===== src/rtl/zrm_pkg.sv =====
package zrm_pkg;
  localparam int THR_W = 19;

  typedef struct packed {
    logic       link;
    logic       en_l;
    logic       en_r;
    logic [2:0] code_l;
    logic [2:0] code_r;
  } zrm_cfg_t;

  localparam zrm_cfg_t CFG_DEFAULT = '{link: 1'b1, en_l: 1'b1, en_r: 1'b1,
                                       code_l: 3'd0, code_r: 3'd0};

  function automatic logic [THR_W-1:0] thr_frames(input logic [2:0] code);
    case (code)
      3'd0:    thr_frames = 19'd1024;
      3'd1:    thr_frames = 19'd5120;
      3'd2:    thr_frames = 19'd10240;
      3'd3:    thr_frames = 19'd25600;
      3'd4:    thr_frames = 19'd51200;
      3'd5:    thr_frames = 19'd102400;
      3'd6:    thr_frames = 19'd256000;
      default: thr_frames = 19'd512000;
    endcase
  endfunction
endpackage


===== src/rtl/zrm_cfg.sv =====
module zrm_cfg
  import zrm_pkg::*;
(
  input  logic     clk_i,
  input  logic     rst_ni,
  input  logic     hw_dflt_i,
  input  zrm_cfg_t prog_i,
  output zrm_cfg_t cfg_o,
  output logic     clr_l_o,
  output logic     clr_r_o
);
  zrm_cfg_t prev_q;
  logic     mode_chg, chg_l, chg_r;

  assign cfg_o    = hw_dflt_i ? CFG_DEFAULT : prog_i;
  assign mode_chg = cfg_o.link != prev_q.link;
  assign chg_l    = (cfg_o.en_l != prev_q.en_l) || (cfg_o.code_l != prev_q.code_l);
  assign chg_r    = (cfg_o.en_r != prev_q.en_r) || (cfg_o.code_r != prev_q.code_r);
  // linked mode: a change to either side restarts both
  assign clr_l_o  = mode_chg || chg_l || (cfg_o.link && chg_r);
  assign clr_r_o  = mode_chg || chg_r || (cfg_o.link && chg_l);

  always_ff @(posedge clk_i or negedge rst_ni) begin
    if (!rst_ni) prev_q <= CFG_DEFAULT;
    else         prev_q <= cfg_o;
  end

  AST_HW_NO_CLR: assert property (@(posedge clk_i) disable iff (!rst_ni)
    hw_dflt_i && $past(hw_dflt_i) |-> !clr_l_o && !clr_r_o);
endmodule


===== src/rtl/zrm_chan.sv =====
module zrm_chan #(
  parameter int CNT_W = 19
) (
  input  logic             clk_i,
  input  logic             rst_ni,
  input  logic             clr_i,
  input  logic             frame_i,
  input  logic             en_i,
  input  logic             zero_i,
  input  logic [CNT_W-1:0] thr_i,
  output logic             mute_o
);
  localparam logic [CNT_W-1:0] CNT_MAX = {CNT_W{1'b1}};

  logic [CNT_W-1:0] cnt_q, cnt_inc;

  assign cnt_inc = (cnt_q == CNT_MAX) ? cnt_q : cnt_q + 1'b1;

  always_ff @(posedge clk_i or negedge rst_ni) begin
    if (!rst_ni) begin
      cnt_q  <= '0;
      mute_o <= 1'b0;
    end else if (clr_i) begin
      cnt_q  <= '0;
      mute_o <= 1'b0;
    end else if (frame_i) begin
      if (!en_i || !zero_i) begin
        cnt_q  <= '0;
        mute_o <= 1'b0;
      end else begin
        cnt_q  <= cnt_inc;
        mute_o <= cnt_inc >= thr_i;
      end
    end
  end

  AST_CLR_RESTART: assert property (@(posedge clk_i) disable iff (!rst_ni)
    clr_i |=> !mute_o && cnt_q == '0);
  AST_NZ_RELEASE: assert property (@(posedge clk_i) disable iff (!rst_ni)
    frame_i && !zero_i |=> !mute_o);
  AST_DIS_QUIET: assert property (@(posedge clk_i) disable iff (!rst_ni)
    !en_i && (frame_i || clr_i) |=> !mute_o && cnt_q == '0);
  AST_IDLE_HOLD: assert property (@(posedge clk_i) disable iff (!rst_ni)
    !frame_i && !clr_i |=> $stable(cnt_q) && $stable(mute_o));
  AST_NO_WRAP: assert property (@(posedge clk_i) disable iff (!rst_ni)
    frame_i && zero_i && en_i && !clr_i && cnt_q == CNT_MAX |=> cnt_q == CNT_MAX);
  AST_RISE_ON_FRAME: assert property (@(posedge clk_i) disable iff (!rst_ni)
    $rose(mute_o) |-> $past(frame_i && zero_i && en_i));
endmodule


===== src/rtl/zero_run_mute.sv =====
module zero_run_mute
  import zrm_pkg::*;
#(
  parameter int DATA_W = 24,
  parameter int CNT_W  = 19
) (
  input  logic              clk_i,
  input  logic              rst_ni,
  input  logic              frame_i,
  input  logic [DATA_W-1:0] left_i,
  input  logic [DATA_W-1:0] right_i,
  input  logic              link_i,
  input  logic              en_l_i,
  input  logic              en_r_i,
  input  logic [2:0]        code_l_i,
  input  logic [2:0]        code_r_i,
  input  logic              hw_dflt_i,
  output logic              mute_l_o,
  output logic              mute_r_o
);
  localparam int NCH = 2;

  zrm_cfg_t         prog, cfg;
  logic [NCH-1:0]   clr, en, zero_raw, zero_sel, mute;
  logic [THR_W-1:0] thr_raw [NCH];
  logic [THR_W-1:0] thr_max;

  assign prog = '{link: link_i, en_l: en_l_i, en_r: en_r_i,
                  code_l: code_l_i, code_r: code_r_i};

  zrm_cfg u_cfg (
    .clk_i     (clk_i),
    .rst_ni    (rst_ni),
    .hw_dflt_i (hw_dflt_i),
    .prog_i    (prog),
    .cfg_o     (cfg),
    .clr_l_o   (clr[0]),
    .clr_r_o   (clr[1])
  );

  assign zero_raw[0] = left_i == '0;
  assign zero_raw[1] = right_i == '0;
  assign en          = {cfg.en_r, cfg.en_l};
  assign thr_raw[0]  = thr_frames(cfg.code_l);
  assign thr_raw[1]  = thr_frames(cfg.code_r);
  assign thr_max     = (thr_raw[0] > thr_raw[1]) ? thr_raw[0] : thr_raw[1];

  for (genvar g = 0; g < NCH; g++) begin : g_ch
    logic [THR_W-1:0] thr_sel;
    assign zero_sel[g] = cfg.link ? &zero_raw : zero_raw[g];
    assign thr_sel     = cfg.link ? thr_max : thr_raw[g];

    zrm_chan #(.CNT_W(CNT_W)) u_chan (
      .clk_i   (clk_i),
      .rst_ni  (rst_ni),
      .clr_i   (clr[g]),
      .frame_i (frame_i),
      .en_i    (en[g]),
      .zero_i  (zero_sel[g]),
      .thr_i   (CNT_W'(thr_sel)),
      .mute_o  (mute[g])
    );
  end

  assign mute_l_o = mute[0];
  assign mute_r_o = mute[1];

  AST_LINK_TOGETHER: assert property (@(posedge clk_i) disable iff (!rst_ni)
    cfg.link && &en && $past(cfg.link && &en) |-> mute_l_o == mute_r_o);
  AST_INDEP_LEFT: assert property (@(posedge clk_i) disable iff (!rst_ni)
    !cfg.link && !clr[0] && frame_i && zero_raw[0] && mute_l_o |=> mute_l_o);
endmodule


===== config.mk =====
export PLATFORM = sky130hd
export DESIGN_NAME = zero_run_mute
export DESIGN_NICKNAME = d
export VERILOG_FILES = /design/src/rtl/zrm_pkg.sv /design/src/rtl/zrm_cfg.sv /design/src/rtl/zrm_chan.sv /design/src/rtl/zero_run_mute.sv
export SDC_FILE = /design/constraint.sdc
export NUM_CORES = 1
export LEC_CHECK = 0
export ABC_CLOCK_PERIOD_IN_PS = 9500
export BUFFER_PORTS_ARGS = -buffer_cell sky130_fd_sc_hd__buf_2
export CAP_MARGIN = 20
export CORE_MARGIN = 4
export CORE_UTILIZATION = 45
export CTS_CLUSTER_SIZE = 25
export DETAILED_ROUTE_END_ITERATION = 8
export GPL_TIMING_DRIVEN = 1
export PLACE_DENSITY = 0.64
export RECOVER_POWER = 25
export REMOVE_ABC_BUFFERS = 1
export SETUP_SLACK_MARGIN = 0.4
export SLEW_MARGIN = 30
export SYNTH_ARGS = -nofsm -noshare
export SYNTH_HDL_FRONTEND = slang
export SYNTH_HIERARCHICAL = 1
export SYNTH_SLANG_ARGS = --single-unit

===== constraint.sdc =====
create_clock -name clk_i -period 9.5 [get_ports clk_i]
set_clock_uncertainty 0.1 [all_clocks]
set_input_delay 0 -clock clk_i [delete_from_list [all_inputs] [get_ports clk_i]]
set_output_delay 0 -clock clk_i [all_outputs]
set_load 0.02 [all_outputs]

## Word-level counts from Yosys, hierarchy flattened

Index checks and enable logic that the tools add are counted.

- Register bits after elaboration: 49
- Input bits: 61
- Output and inout bits: 2
- Word-level logic and storage cells: 76

- $add $sub $neg: 2
- Order comparisons: 3
- Eq/ne operators: 19
- Multiplexer cells: 22
- Reduce and logical (&&, ||, !) cells: 21

Operators with widths:

| cell | count |
|---|---|
| 19-bit case mux with 7 select lines | 2 |
| 19-bit 2-to-1 mux | 11 |
| 24-bit zero test | 2 |
| 19-bit by 1-bit adder with 19-bit output, second input constant | 2 |
| 19-bit equality test, second input constant | 2 |
| 19-bit >= comparator | 2 |
| 19-bit > comparator | 1 |
| 3-bit equality test, second input constant | 6 |
| 3-bit by 2-bit equality test with 1-bit output, second input constant | 4 |
| 9-bit 2-to-1 mux | 1 |
| 1-bit logical OR | 8 |
| 1-bit 2-to-1 mux | 8 |
| 3-bit by 1-bit equality test with 1-bit output, second input constant | 2 |
| 3-bit zero test | 2 |
| 3-bit != test | 2 |
| 1-bit zero test | 4 |
| 2-bit nonzero test | 2 |
| 1-bit != test | 3 |
| 1-bit logical AND | 2 |
| 2-bit AND reduction | 1 |

## Depth between registers and ports, before layout

- Depth in word-level cells: 10
- Depth in mapped cells: 20
- Gate-level depth less buffers: 18

## Modules after synthesis

Netlist, hierarchy kept.

By module, submodules not included:

| module | times used | cells each | area an instance (sq um) |
|---|---|---|---|
| zrm_chan | 2 | 234 | 1,926.8 |
| zero_run_mute | 1 | 97 | 703.2 |
| zrm_cfg | 1 | 50 | 505.5 |

## Least setup slack after synthesis

Ideal clock, no wire load.

- Path kind: input port to flip-flop
- Start: in hw_dflt_i
- End: reg g_ch[1].u_chan.mute_o
- Setup time: 0.118 ns
- Arrival: 3.288 ns
- Setup slack: 5.994 ns
- Stages: 18
- Cell sequence: buf_2 -> nor2b_1 -> clkbuf_1 -> o21ai_0 -> ha_1 -> a211oi_2 -> nor2_1 -> o32a_1 -> o311ai_0 -> buf_4 -> mux2_2 -> inv_1 -> ha_1 -> nand4_1 -> a211oi_1 -> a2111oi_0 -> o21ai_0 -> a21o_1

RTL lines:

| item | line | text |
|---|---|---|
| start: declaration | zero_run_mute.sv:17 | `input logic hw_dflt_i,` |
| end signal: assignment | zrm_chan.sv:32 | `mute_o <= cnt_inc >= thr_i;` |
| end: declaration | zrm_chan.sv:11 | `output logic mute_o` |

==> results.sh <==
export IMPL_run_status="finished, violations left"
export IMPL_violations="max-capacitance violations, max-slew violations"
export IMPL_hp_start="code_r_i[2]"
export IMPL_synthMuxAreaShare_pct=4.65
export IMPL_antenna_found_initial=0
export IMPL_syn_area_um2=5060
export IMPL_max_freq_ghz=0.245
export IMPL_synth_edff_count=0
export IMPL_multiInputGateArea_um2=3510
export IMPL_hp_class="in -> reg"
export IMPL_power_total_uw=497
export IMPL_cts_inserted_buffers=5
export IMPL_synth_area_per_cell_um2=8.23
export IMPL_synthArstFlopShare_pct=100
export IMPL_synth_seq_cells=49
export IMPL_crit_top_cell="inv_1"
export IMPL_grt_max_degree=50
export IMPL_area_delta_synth_final_pct=11.5
export IMPL_route_detailed_drc=0
export IMPL_area_sequential_um2=1230
export IMPL_design_area_um2=5640
export IMPL_p_leak_uw=0.00269
export IMPL_maxSlewHeadroom_pct=-84.7
export IMPL_die_h_um=114
export IMPL_initial_utilization_pct=46.3
export IMPL_vdd_drop_max_uv=55.1
export IMPL_synth_cell_type_count=72
export IMPL_synthCells=615
export IMPL_regToRegSetupSlack_ns=5.82
export IMPL_crit_arrival_ns=4.17
export IMPL_avgRoutedWirePerCell_um=15.8
export IMPL_cts_htree_levels=2
export IMPL_via_count=4713
export IMPL_final_cell_mix="buf_2, inv_1, ha_1, dfrtp_1, nand2_1"
export IMPL_worstMarginPinSlew_ns=2.77
export IMPL_grtUsageTotal_pct=20.4
export IMPL_hold_buffers=6
export IMPL_worst_path_max_fanout=9
export IMPL_cts_buffer_depth=2
export IMPL_setup_viol_count_final=0
export IMPL_antenna_cells=0
export IMPL_place_area_um2=5450
export IMPL_period_needed_ns=4.07
export IMPL_synth_adder_area_share_pct=12.1
export IMPL_synth_top_family_by_area="simple AND/OR/NAND/NOR gates"
export IMPL_rows=38
export IMPL_io_buffers=62
export IMPL_grt_pass1_wl_um=21500
export IMPL_drtAntennaViolNets=0
export IMPL_critPathCaptureType="flip-flop"
export IMPL_yosys_area_share_simple_pct=24.7
export IMPL_die_area_um2=13000
export IMPL_yosys_warnings=6
export IMPL_path_clk_slew_ns=0.07
export IMPL_worstPathCellList="dlygate4sd3_1 > buf_2 > nor2b_1 > nand2_1 > inv_1 > nand2_1 > inv_1 > ha_1 > and4_1 > o32a_1 > o311ai_1 > buf_4 > mux2_2 > inv_1 > ha_1 > nand4_1 > a211oi_1 > a2111oi_0 > o21ai_0 > a21o_1"
export IMPL_r2r_cells=12
export IMPL_finalWeightedCongestion=0.856
export IMPL_fin_crit_sh_pct=42.9
export IMPL_synthFlopType="dfrtp_1"
export IMPL_root_buffer="clkbuf_16"
export IMPL_die_x_um=114
export IMPL_grt_pass1_vias=4528
export IMPL_reg2reg_from="g_ch[1].u_chan/cnt_q[0]$_DFFE_PN0P_"
export IMPL_cp_data_required_time_ns=9.60
export IMPL_drv_slew=50
export IMPL_maxCapViolations=1
export IMPL_start_kind="input port"
export IMPL_ys_seq_area_share_pct=24.3
export IMPL_hold_end="u_cfg/prev_q[2]$_DFF_PN0_"
export IMPL_cts_setup_buffers=0
export IMPL_drt_iter0_markers=300
export IMPL_slowest_delay_ns=0.52
export IMPL_critPathSlowestCell="dlygate4sd3_1"
export IMPL_crit_reg2reg_capture="g_ch[1].u_chan/mute_o$_DFFE_PN0P_"
export IMPL_vias_per_cell=5.78
export IMPL_finalSetupTns_ns=0
export IMPL_nets=785
export IMPL_grt_overflow_total=0
export IMPL_synth_xor_area_share_pct=6.06
export IMPL_rsz0062_at_grt="false"
export IMPL_cts_resized_gates=0
export IMPL_synth_compound_area_share_pct=20.4
export IMPL_pwr_density_cell_nw_per_um2=88.1
export IMPL_drt_first_pass_iters=5
export IMPL_hold_viol_final=0
export IMPL_finalWirelength_um=12900
export IMPL_dp_hpwl_um=9900
export IMPL_cts_sinks=49
export IMPL_hold_depth=2
export IMPL_clk_latency_ns=0.30
export IMPL_tritoncts="done"
export IMPL_drive_above_1_share_pct=14.6
export IMPL_fillCellCount=1047
export IMPL_postLayoutCoreUtil_pct=51.6
export IMPL_critPathKind="in -> reg"
export IMPL_coreArea_um2=10900
export IMPL_final_common_cell="buf_2"
export IMPL_ios=63
-- cell families (layout without fill, tap and decap cells) --
family | after synthesis | count (layout)
AOI/OAI and AO/OA | 155 | 155
xor gates and xnor gates | 35 | 35
adders and majority gates | 49 | 49
buffers and inverters | 90 | 132
DFF | 49 | 49
muxes | 22 | 22
other | 1 | 20
and+or+nand+nor | 214 | 214
-- layer usage --
metal | vias to the layer above | global-route usage [%] | routed length (µm)
met5 | - | 0 | 0
met4 | 0 | 8.71 | 352
met3 | 22 | 2.75 | 563
met2 | 91 | 34.2 | 6210
met1 | 2237 | 26.4 | 5790
li1 | 2363 | - | -
-- flip-flops by register name, summed over array words and instances, names as in the netlist --
register and flops:
g_ch.u_chan/cnt_q 38, g_ch.u_chan/mute_o 2, u_cfg/prev_q 9
-- worst max-delay path, delay by kind of cell --
| kind | cells | cell delay, ns |
|---|---|---|
| AOI/OAI and AO/OA | 6 | 1.18 |
| adders and majority gates | 2 | 0.46 |
| buffers and inverters | 6 | 1.17 |
| muxes | 1 | 0.35 |
| and+or+nand+nor | 5 | 1.01 |
-- metrics by stage --
step,std cells,hold WS (ns),worst slack [ns]
floorplan,598,-0.396,5.01
global placement,802,0.0650,5.65
detailed placement,802,0.0695,5.50
CTS,816,0.00695,5.42
global route,816,0.0434,5.07
finish,816,0.0275,5.43
-- power breakdown --
group / total, µW / leakage (µW) / internal, µW / switching (µW)
combinational: 99.9 / 0.00195 / 45.1 / 54.7
sequential: 213 / 0.000668 / 211 / 1.64
clock: 184 / 0.0000702 / 98.2 / 86.2
total: 497 / 0.00269 / 354 / 143
-- final cells by class --
type	count	area share, %
Inverter	54	3.59
Timing Repair Buffer	70	6.67
Multi-Input combinational cell	495	62.2
Clock buffer	5	2.22
Clock inverter	3	0.377
Sequential cell	49	21.8
Tap cell	140	3.10
-- worst max-delay path by stage --
| stage | slack [ns] | cells after the start | to | start |
|---|---|---|---|---|
| 6_report | 5.43 | 20 | g_ch[1].u_chan/mute_o$_DFFE_PN0P_ | code_l_i[1] |
| 5_1_grt | 5.07 | 20 | g_ch[1].u_chan/mute_o$_DFFE_PN0P_ | code_l_i[1] |
| 4_1_cts | 5.42 | 20 | g_ch[1].u_chan/mute_o$_DFFE_PN0P_ | code_l_i[1] |
| 3_5_place_dp | 5.50 | 17 | g_ch[1].u_chan/mute_o$_DFFE_PN0P_ | hw_dflt_i |
| 3_3_place_gp | 5.65 | 17 | g_ch[1].u_chan/mute_o$_DFFE_PN0P_ | hw_dflt_i |
| 2_1_floorplan | 5.01 | 16 | g_ch[1].u_chan/mute_o$_DFFE_PN0P_ | hw_dflt_i |
-- synth_stat cells, types with 5 or more instances --
master	number	area, µm²
nand2_1	44	165
xor2_1	17	149
a41oi_1	6	52.6
a22o_1	8	70.1
inv_1	54	203
nor2_1	35	131
nand3_1	23	115
ha_1	49	613
o21ai_1	8	40.0
and4_1	7	61.3
buf_4	7	52.6
dfrtp_1	46	1150
mux2i_1	16	160
nor2b_1	6	37.5
clkbuf_1	11	41.3
nor3_1	8	40.0
xnor2_1	18	158
o21ai_0	32	160
and2_1	6	37.5
a21oi_1	34	170
buf_2	11	55.1
a31oi_1	8	50.1
nand2b_1	5	31.3
nand4_1	15	93.8
a21o_1	8	60.1
nor4_1	23	144
a211oi_1	6	45.0
Note: power is estimated with default switching activity, not from simulation.
